[config.mk]
export PLATFORM = sky130hd
export DESIGN_NAME = qpos_extender
export DESIGN_NICKNAME = d
export VERILOG_FILES = /design/src/rtl/qpos_pkg.sv /design/src/rtl/sync_chain.sv /design/src/rtl/quad_counter.sv /design/src/rtl/pos_widener.sv /design/src/rtl/qpos_extender.sv
export SDC_FILE = /design/constraint.sdc
export NUM_CORES = 1
export LEC_CHECK = 0
export ABC_AREA = 1
export BUFFER_PORTS_ARGS = -buffer_cell sky130_fd_sc_hd__buf_2
export CAP_MARGIN = 20
export CORE_ASPECT_RATIO = 1.5
export CORE_MARGIN = 5
export CORE_UTILIZATION = 65
export DETAILED_ROUTE_END_ITERATION = 10
export PLACE_DENSITY = 0.93
export SETUP_SLACK_MARGIN = 0.02
export SLEW_MARGIN = 5
export SYNTH_ARGS = -nofsm -noshare
export SYNTH_HDL_FRONTEND = slang
export SYNTH_HIERARCHICAL = 1
export SYNTH_SLANG_ARGS = --single-unit
[constraint.sdc]
create_clock -name clk -period 8.5 [get_ports clk]
set_clock_uncertainty 0.15 [all_clocks]
set_input_delay 1.275 -clock clk [delete_from_list [all_inputs] [get_ports clk]]
set_output_delay 1.275 -clock clk [all_outputs]
set_load 0.1 [all_outputs]
[src/rtl/qpos_pkg.sv]
package qpos_pkg;

  typedef enum logic [1:0] {
    ST_IDLE,
    ST_READ,
    ST_CALC,
    ST_HOLD
  } fetch_state_e;

  // Map the channel pair {A,B} to its position in the 4-step cycle.
  function automatic logic [1:0] phase_of(input logic [1:0] ab);
    return {ab[1], ab[1] ^ ab[0]};
  endfunction

endpackage

[src/rtl/sync_chain.sv]
module sync_chain #(
  parameter int W      = 2,
  parameter int STAGES = 2
) (
  input  logic         clk,
  input  logic         rst_n,
  input  logic [W-1:0] d,
  output logic [W-1:0] q
);
  logic [W-1:0] stg [STAGES];

  always_ff @(posedge clk or negedge rst_n) begin
    if (!rst_n) begin
      for (int i = 0; i < STAGES; i++) stg[i] <= '0;
    end else begin
      stg[0] <= d;
      for (int i = 1; i < STAGES; i++) stg[i] <= stg[i-1];
    end
  end

  assign q = stg[STAGES-1];
endmodule

[src/rtl/quad_counter.sv]
module quad_counter
  import qpos_pkg::*;
#(
  parameter int CW = 16,
  parameter int BW = 8,
  localparam int NB = CW / BW,
  localparam int IW = (NB > 1) ? $clog2(NB) : 1
) (
  input  logic          clk,
  input  logic          rst_n,
  input  logic [1:0]    ab_sync,
  input  logic          rd_stb,
  input  logic [IW-1:0] rd_idx,
  output logic [BW-1:0] rd_byte,
  output logic          bad_step
);
  logic [1:0]    ab_q;
  logic [CW-1:0] cnt;
  logic [CW-1:0] snap;
  logic [1:0]    step;
  logic          go_up, go_dn;

  assign step     = phase_of(ab_sync) - phase_of(ab_q);
  assign go_up    = (step == 2'd1);
  assign go_dn    = (step == 2'd3);
  assign bad_step = (step == 2'd2);

  always_ff @(posedge clk or negedge rst_n) begin
    if (!rst_n) begin
      ab_q <= '0;
      cnt  <= '0;
    end else begin
      ab_q <= ab_sync;
      if (go_up)      cnt <= cnt + CW'(1);
      else if (go_dn) cnt <= cnt - CW'(1);
    end
  end

  // First fetch (top byte) freezes the count; later fetches use the frozen copy.
  always_ff @(posedge clk or negedge rst_n) begin
    if (!rst_n) begin
      snap    <= '0;
      rd_byte <= '0;
    end else if (rd_stb) begin
      if (rd_idx == IW'(NB-1)) begin
        snap    <= cnt;
        rd_byte <= cnt[(NB-1)*BW +: BW];
      end else begin
        rd_byte <= snap[rd_idx*BW +: BW];
      end
    end
  end

  AST_ILLEGAL_NO_COUNT: assert property (@(posedge clk) disable iff (!rst_n)
    bad_step |=> $stable(cnt)) else $error("illegal step moved count");

  AST_SINGLE_STEP: assert property (@(posedge clk) disable iff (!rst_n)
    !$stable(cnt) |-> (CW'(cnt - $past(cnt)) == CW'(1) || CW'($past(cnt) - cnt) == CW'(1)))
    else $error("count jumped by more than one");
endmodule

[src/rtl/pos_widener.sv]
module pos_widener
  import qpos_pkg::*;
#(
  parameter int CW = 16,
  parameter int BW = 8,
  parameter int PW = 32,
  localparam int NB = CW / BW,
  localparam int IW = (NB > 1) ? $clog2(NB) : 1,
  localparam int AW = CW - BW
) (
  input  logic          clk,
  input  logic          rst_n,
  input  logic          req,
  output logic          rd_stb,
  output logic [IW-1:0] rd_idx,
  input  logic [BW-1:0] rd_byte,
  output logic          vld,
  input  logic          rdy,
  output logic [PW-1:0] x0,
  output logic [PW-1:0] x1,
  output logic [PW-1:0] x2
);
  fetch_state_e  st;
  logic [IW-1:0] idx;
  logic [AW-1:0] asm_q;
  logic [CW-1:0] reading, prev_rd, delta;

  assign rd_stb  = (st == ST_READ);
  assign rd_idx  = idx;
  assign reading = {asm_q, rd_byte};
  assign delta   = reading - prev_rd;

  always_ff @(posedge clk or negedge rst_n) begin
    if (!rst_n) begin
      st      <= ST_IDLE;
      idx     <= '0;
      asm_q   <= '0;
      prev_rd <= '0;
      vld     <= 1'b0;
      x0      <= '0;
      x1      <= '0;
      x2      <= '0;
    end else begin
      case (st)
        ST_IDLE: if (req) begin
          st  <= ST_READ;
          idx <= IW'(NB-1);
        end
        ST_READ: begin
          if (idx != IW'(NB-1)) asm_q <= AW'({asm_q, rd_byte});
          if (idx == '0) st <= ST_CALC;
          else           idx <= idx - IW'(1);
        end
        ST_CALC: begin
          x0      <= x0 + {{(PW-CW){delta[CW-1]}}, delta};
          x1      <= x0;
          x2      <= x1;
          prev_rd <= reading;
          vld     <= 1'b1;
          st      <= ST_HOLD;
        end
        default: if (rdy) begin
          vld <= 1'b0;
          st  <= ST_IDLE;
        end
      endcase
    end
  end

  AST_HISTORY_SHIFT: assert property (@(posedge clk) disable iff (!rst_n)
    $rose(vld) |-> (x1 == $past(x0) && x2 == $past(x1)))
    else $error("history did not shift");

  AST_HOLD_UNDER_BACKPRESSURE: assert property (@(posedge clk) disable iff (!rst_n)
    (vld && !rdy) |=> (vld && $stable(x0) && $stable(x1) && $stable(x2)))
    else $error("stream moved without ready");

  AST_NO_FETCH_WHILE_HELD: assert property (@(posedge clk) disable iff (!rst_n)
    vld |-> !rd_stb) else $error("fetch started while result pending");
endmodule

[src/rtl/qpos_extender.sv]
module qpos_extender #(
  parameter int CW = 16,
  parameter int BW = 8,
  parameter int PW = 32,
  parameter int SYNC_STAGES = 2
) (
  input  logic          clk,
  input  logic          rst_n,
  input  logic          enc_a,
  input  logic          enc_b,
  input  logic          sample_req,
  input  logic          pos_ready,
  output logic          pos_valid,
  output logic [PW-1:0] pos_now,
  output logic [PW-1:0] pos_prev1,
  output logic [PW-1:0] pos_prev2,
  output logic          quad_err
);
  localparam int NB = CW / BW;
  localparam int IW = (NB > 1) ? $clog2(NB) : 1;

  logic [1:0]    ab_s;
  logic          lane_stb;
  logic [IW-1:0] lane_idx;
  logic [BW-1:0] lane_byte;

  sync_chain #(.W(2), .STAGES(SYNC_STAGES)) u_sync (
    .clk(clk), .rst_n(rst_n), .d({enc_a, enc_b}), .q(ab_s)
  );

  quad_counter #(.CW(CW), .BW(BW)) u_cnt (
    .clk(clk), .rst_n(rst_n), .ab_sync(ab_s),
    .rd_stb(lane_stb), .rd_idx(lane_idx), .rd_byte(lane_byte),
    .bad_step(quad_err)
  );

  pos_widener #(.CW(CW), .BW(BW), .PW(PW)) u_wide (
    .clk(clk), .rst_n(rst_n), .req(sample_req),
    .rd_stb(lane_stb), .rd_idx(lane_idx), .rd_byte(lane_byte),
    .vld(pos_valid), .rdy(pos_ready),
    .x0(pos_now), .x1(pos_prev1), .x2(pos_prev2)
  );

  AST_ERR_IS_PULSE: assert property (@(posedge clk) disable iff (!rst_n)
    quad_err |=> !quad_err) else $error("error flag held");
endmodule

# Word-level counts from Yosys, hierarchy flattened
# Index checks and enable logic that the tools add are counted.
[totals]
register_bits = 170
out_inout_bits = 98
elab_cells = 55
[classes]
bitwise_logic = 4
muxes = 12
reduce_logical = 11
eq_ne = 7
shifts = 1
addsub = 6
[ops]
columns = ["operator", "n"]
rows = [
  ["$add 32x32->32", 1],
  ["$mux 16", 2],
  ["$add 16x1->16 const B", 1],
  ["$shiftx 16x5->8", 1],
  ["$sub 16x1->16 const B", 1],
  ["$sub 16x16->16", 1],
  ["$mux 8", 1],
  ["$reduce_and 2->1", 4],
  ["$eq 2x2->1 const B", 3],
  ["$mux 2", 3],
  ["$pmux 2 s3", 1],
  ["$reduce_bool 2->1", 3],
  ["$eq 2x1->1 const B", 2],
  ["$ne 2x2->1 const B", 2],
  ["$pmux 1 s2", 2],
  ["$reduce_bool 4->1", 1],
  ["$mux 1", 3],
  ["$reduce_and 3->1", 1],
  ["$logic_not 2->1", 1],
  ["$not 1->1", 2],
  ["$reduce_or 2->1", 1],
  ["$sub 2x2->2", 1],
  ["$xor 1x1->1", 2],
  ["$sub 1x1->1 const B", 1],
]

# Longest topological paths before layout
# Gate-level depths: netlist of run 1.
[depth]
word_depth = 5
mapped_depth = 25
mapped_depth_nobuf = 25

# Hierarchy
# The synthesis of run 1 kept the hierarchy.
[by_module_without_submodules]
columns = ["mod", "n_inst", "area_each_um2", "cells_each"]
rows = [
  ["pos_widener", 1, 7445.9, 978],
  ["quad_counter", 1, 2376.0, 330],
  ["sync_chain", 1, 115.1, 6],
]

# Least setup slack after synthesis of run 1
# Ideal clock, no wire load.
[synth_timing]
kind = "reg2out"
from = "reg u_sync.stg, in the netlist u_sync/q[1]"
to = "out quad_err"
arrival_ns = 2.661
n_path_buf = 4
stages_incl_launch_ff = 9
t_required_ns = 7.075
slack_ns = 4.414
cell_sequence = "dfrtp_1 buf_4 xnor2_1 ha_1 buf_2 inv_1 buf_2 buf_4 nor2_1"
[synth_between]
elab_chain_len = 3
[synth_lines]
columns = ["element", "line_no", "text"]
rows = [
  ["from (decl)", "sync_chain.sv:10", "logic [W-1:0] stg [STAGES];"],
  ["$xor 1x1->1", "qpos_pkg.sv:12", "return {ab[1], ab[1] ^ ab[0]};"],
  ["$sub 2x2->2 *", "quad_counter.sv:23", "assign step = phase_of(ab_sync) - phase_of(ab_q);"],
  ["$eq 2x2->1 *", "quad_counter.sv:26", "assign bad_step = (step == 2'd2);"],
  ["to (decl)", "qpos_extender.sv:17", "output logic quad_err"],
]
# Mark *: on every way between the ends. The rest lies on a longest branch, timed or not.

# Worst setup path after layout of run 1
[layout_timing]
from = "reg u_cnt.ab_q[1]"
to = "out quad_err"
[layout_between]
elab_chain_len = 3
[layout_lines]
columns = ["element", "line_no", "text"]
rows = [
  ["from (decl)", "quad_counter.sv:17", "logic [1:0] ab_q;"],
  ["from (signal assigned)", "quad_counter.sv:33", "ab_q <= ab_sync;"],
  ["$xor 1x1->1", "qpos_pkg.sv:12", ""],
  ["$sub 2x2->2 *", "quad_counter.sv:23", ""],
  ["$eq 2x2->1 *", "quad_counter.sv:26", ""],
]
# Marks and branches as above.

==> results.md, run 1 <==
- PnR worst setup slack: roughly 4.2 ns
- Drt total wl: 26.1 mm
- TritonCTS clock tree: built
- Post-CTS Setup Bufs: 0
- DR iter-0 viols: 687
- Synth Warn #: 6
- WL/cell: 16.1 um
- DRC viols: 0
- Pre-antenna DRT Iters: 7
- Slew margin rel.: between 30% and 40%
- Most numerous cell in the Yosys netlist: nand2_1
- EDFF count, synth: 0
- Synthesized area per cell: 7.56 um2
- Worst-path clk slew: 0.07 ns
- Core Region: 15,100 um2
- Outcome: finished, final reports clean
- Tightest Pin Transition: a little under 1 ns
- Worst slack, placed: 4.57 ns
- Port Buf Inserts: 103
- Gpl congestion: 0.959
- CP Launch Type: flop
- Row count: 55
- Flops & latches, synth: 162
- Vias: roughly 9,000
- CTS resizes: 0
- Die ar.: 17,900 um2
- Period Utilization, post-route: 50.2%
- Final setup vio count: 0
- Gr ovfl total: 0
- Setup TNS: 0 ns
- Critical path endpoint category: output port
- Mapped Cells: 1,314
- Number of top-level pins: 104
- First-pass GRT wire length: 43.6 mm
- Reg2reg start: u_cnt/rd_byte[2]$_DFFE_PN0P_
- Final hold vios: 0
- Maxcap violations: 0
- Seq/Total Area, Yosys: 40.8%
- Fmax: roughly 0.23 GHz
- Root buf cell: clkbuf_16
- Post-route ant nets: 0
- Instance area at placement: about 11,000 um2
- Synthesized Nets: ~1,400
- Flop-to-flop setup slack: 4.44 ns
- Hold Buf Count CTS: 0
- Termination of the worst setup path: quad_err
- Post-synth ARST share: 100%
- Top cell type by total area after synthesis: dfrtp_1
- Synth top area share: 40.8%
- Worst Path Max Fanout: 20
- Deepest clock path buffer count: 2
- # nets final: around 1,500
- Initial Util: 65.9%
- CP startpoint: u_cnt/ab_q[1]$_DFF_PN0_
- RR Endpoint: u_wide/x0[26]$_DFFE_PN0P_
- Clock latency on the worst-skew pair: 0.43 ns
- Drt via density: about 5.6
- Critical Path AT: 2.84 ns
- Htree depth: 4
- WS Path Type: reg2out
- Final worst path period need: about 4.3 ns
- Fillers: around 1,200
- Slew Viols, Final: 0
- Hpwl dp: 19.2 mm
- Synth cell types: 51
- Commonest cells in the netlist: nand2_1, dfrtp_1, inv_1
- Top post-synthesis cells by area: dfrtp_1, nand2_1, ha_1, inv_1, o21ai_0
- Hold crit path type: reg2reg
- Initial antenna violation count: 0
- Area grow syn2layout: 12.7%
- Die Ht: ~160 um
- Die Wd: 111 um
- R2R cell count: 17
- Num Clock Sinks: 162
- Share of layout cells above drive strength 1: 14.7%
- CTS buffer count: 17
- WP data required: 7.07 ns
- Gr usage total: 29.7%
- ANT cells: 0
- Largest net degree at the start of global routing: 87
- Ys flop type: dfrtp_1
- Unrepaired setup endpoints after global routing: false
- Vias in the first global route: 9,308
- Synthesized area: about 9900 um2
- Fin area: 11,200 um2
-- registers in the layout (all words and copies together) (netlist names), 8 cells and up --
register	cells
u_cnt/cnt	16
u_cnt/rd_byte	8
u_cnt/snap	8
u_wide/asm_q	8
u_wide/prev_rd	16
u_wide/x0	32
u_wide/x1	32
u_wide/x2	32
-- kinds of logic (layout without fill, tap and decap cells) --
kind of cell               Yosys count  after routing  share of synthesized area, %
and+or+nand+nor                    659            659                          28.3
AOI/OAI and AO/OA                  197            197                          11.1
buffers and inverters              190            294                          7.39
DFF                                162            162                          40.8
adders and majority gates           73             73                          9.42
xor gates and xnor gates            27             27                          2.38
muxes                                6              6                         0.680
-- area by class of cell --
cell class / instances / area [um2] / area share, %
Clock buffer: 18 / 439 / 3.92
Clock inverter: 14 / 168 / 1.50
Inverter: 156 / 586 / 5.23
Multi-Input combinational cell: 962 / 5160 / 46.1
Sequential cell: 162 / 4050 / 36.2
Tap cell: 199 / 249 / 2.22
Timing Repair Buffer: 106 / 544 / 4.86
-- worst max-delay path, cell delays in order (launching register included) --
cell and delay, ns:
dfrtp_1 0.40, xor2_1 0.16, ha_1 0.68, inv_1 0.52, nor2_1 0.19, buf_2 0.44
-- routing by layer --
layer / GRT usage, % / up-vias / routed length (um)
met5: 0 / - / 0
met3: 3.82 / 119 / 1150
met2: 54.4 / 310 / 13900
li1: - / 4398 / -
met4: 19.2 / 0 / 1590
met1: 32.0 / 4299 / 9480
-- placed cells by master, fill, tap and decap left out, types with 3 or more instances in the layout --
cell type  instances
nand2_1          453
dfrtp_1          162
inv_1            140
buf_2            102
o21ai_0           89
ha_1              69
nand3_1           67
nor2_1            64
a21oi_1           59
clkbuf_16         17
nand2_2           17
inv_2             15
xnor2_1           14
xor2_1            13
o21ai_1           12
nand3b_1           9
o211ai_1           8
nand4_1            7
o21bai_1           7
or2_1              7
nor2_2             6
mux2_2             6
nor3_2             5
nor3_1             5
inv_6              4
nand3_2            4
clkinv_4           3
inv_8              3
buf_4              3
or2_2              3
and2_1             3
a21oi_2            3
o22ai_1            3
fa_1               3
o21a_1             3
-- through the flow --
| stage | std cells | util (%) | hold slack, ns |
|---|---|---|---|
| after floorplan | 1314 | - | 0.181 |
| after global placement | 1585 | 70.3 | 0.184 |
| after detailed placement | 1585 | 70.3 | 0.190 |
| after CTS | 1617 | 74.3 | 0.207 |
| after global routing | 1617 | 74.3 | 0.220 |
| final | 1617 | 74.3 | 0.204 |
-- worst min path at each step --
| stage | startpoint | endpoint | depth (start not counted) |
|---|---|---|---|
| after global placement | u_sync/stg[3]$_DFF_PN0_ | u_sync/q[1]$_DFF_PN0_ | 0 |
| after global routing | u_sync/stg[2]$_DFF_PN0_ | u_sync/q[0]$_DFF_PN0_ | 0 |
| after floorplan | u_sync/stg[2]$_DFF_PN0_ | u_sync/q[0]$_DFF_PN0_ | 0 |
| after detailed placement | u_sync/stg[3]$_DFF_PN0_ | u_sync/q[1]$_DFF_PN0_ | 0 |
| after CTS | u_sync/stg[3]$_DFF_PN0_ | u_sync/q[1]$_DFF_PN0_ | 0 |
| final | u_sync/stg[3]$_DFF_PN0_ | u_sync/q[1]$_DFF_PN0_ | 0 |
Power of run 1 is left out: the tool's default activity adds up to more than one toggle a clock period on the data nets, which glitch-free logic cannot reach.
==> run 2, diff against run 1 <==
Settings changed: CORE_UTILIZATION 65 to 60, PLACE_DENSITY 0.93 to 0.87.
Clock period 8.5 ns to 4.4 ns, I/O delays scaled along.
==> results.md, run 2 (synthesis gave the netlist of run 1 again) <==
- Largest regs: u_wide/x0: 32 flops, u_wide/x1: 32 flops, u_wide/x2: 32 flops
- Final worst path period need: roughly 4 ns
- Most frequent cells in the layout: nand2_1, dfrtp_1, inv_1
- Fillers: 1,301
- Cells along the critical path: ha_1 -> or2_0 -> nand3_1 -> nand2_1 -> nand2_1 -> nand2_1 -> nand2_1 -> nand2_1 -> ha_1 -> a21oi_1 -> o21ai_0 -> a21oi_1 -> nor2_1 -> nor2_1 -> nand3_1 -> nand3_1 -> nand2_1
- ANT cells: 0
- Deepest clock path buffer count: 2
- Largest net degree at the start of global routing: approximately 120
- Post-CTS Setup Bufs: 0
- WL/cell: 15.7 um
- Initial antenna violation count: 0
- Die Ht: approximately 170 um
- Worst-path clk slew: 0.07 ns
- Pre-antenna DRT Iters: 7
- Gr usage total: 27.2%
- Period Utilization, post-route: 89.7%
- Hpwl dp: 18.7 mm
- Drt via density: 5.52
- Post-route ant nets: 0
- Share of layout cells above drive strength 1: between 10% and 20%
- CTS resizes: 0
- WS Path Type: reg2reg
- Final hold vios: 0
- Worst Path Max Fanout: 17
- Critical path endpoint category: flop
- # nets final: 1,487
- DR iter-0 viols: 739
- Gpl congestion: 0.950
- Top cell by count, worst path: nand2_1
- Outcome: finished, final reports clean
- Tightest Pin Transition: 1.04 ns
- Number of top-level pins: 104
- Die ar.: 19,300 um2
- Htree depth: 4
- Vias in the first global route: 8,936
- Core Region: 16,300 um2
- Die Wd: 115 um
- First-pass GRT wire length: about 42 mm
- Final setup vio count: 0
- Root buf cell: clkbuf_16
- Row count: 57
- Num Clock Sinks: 162
- CP Launch Type: flop
- CP peak stage delay: about 0.55 ns
- Vias: 8,978
- CTS buffer count: 17
- Maxcap violations: 0
- Most common cell after layout, fill and taps aside: nand2_1
- Drt total wl: 25.5 mm
- Hold crit path type: in2async
- Port Buf Inserts: approximately 100
- Initial Util: 61.1%
- WP data required: 4.57 ns
- Hold Buf Count CTS: 0
- Clock latency on the worst-skew pair: 0.44 ns
- Setup TNS: 0 ns
- Gr ovfl total: 0
- Unrepaired setup endpoints after global routing: false
- Worst hold margin: 0.174 ns
- Critical Path AT: approximately 4 ns
- Slew margin rel.: 30.5%
- DRC viols: 0
- Fmax: 0.253 GHz
- TritonCTS clock tree: built
- Critical-path top delay cell: ha_1
- Slew Viols, Final: 0
- Area grow syn2layout: 13.2%
-- run 2: area by class of cell --
type	instances	area, um2	area share [%]
multi-input combinational	962	5160	45.9
sequential	162	4050	36.0
timing repair buffer	109	592	5.26
inverter	156	586	5.21
clock buffer	17	425	3.78
tap	206	258	2.29
clock inverter	15	171	1.52
-- run 2: routing by layer --
metal  share of wire [%]  global-route usage (%)
met5                   0                       0
met4                 6.3                    18.1
met3                 4.4                    3.68
met2                  53                    48.2
met1                  36                    29.4
-- run 2: metrics by stage --
step | util (%) | setup slack [ns] | cells | area [um2]
floorplan | - | 0.929 | 1314 | 9940
global placement | 65.4 | 0.560 | 1594 | 10600
detailed placement | 65.4 | 0.476 | 1594 | 10600
CTS | 69.0 | 0.445 | 1626 | 11200
global route | 69.2 | 0.129 | 1627 | 11200
finish | 69.2 | 0.452 | 1627 | 11200
-- run 2: worst max-delay path: cells and delay by family (launching register included) --
family          cells  cell delay (ns)
simple gates       12             1.67
fa+ha+maj           2             0.90
compound gates      3             0.70
flops               1             0.41
-- run 2: path summary, 6_finish.rpt --
| check | from | to | slack (ns) | cells after the start |
|---|---|---|---|---|
| min in group clk | enc_a | u_sync/stg[3]$_DFF_PN0_ | 0.17 | 1 |
| worst max register to register | u_cnt/rd_byte[2]$_DFFE_PN0P_ | u_wide/x0[28]$_DFFE_PN0P_ | 0.45 | 17 |
| worst min-delay path | rst_n | u_wide/x2[13]$_DFFE_PN0P_ | 0.17 | 1 |
| max in group asynchronous | rst_n | u_wide/x0[30]$_DFFE_PN0P_ | 3.08 | 2 |
| worst max-delay path | u_cnt/rd_byte[2]$_DFFE_PN0P_ | u_wide/x0[28]$_DFFE_PN0P_ | 0.45 | 17 |
| worst min register to register | u_sync/stg[3]$_DFF_PN0_ | u_sync/q[1]$_DFF_PN0_ | 0.20 | 0 |
Power of run 2 is left out for the same reason.
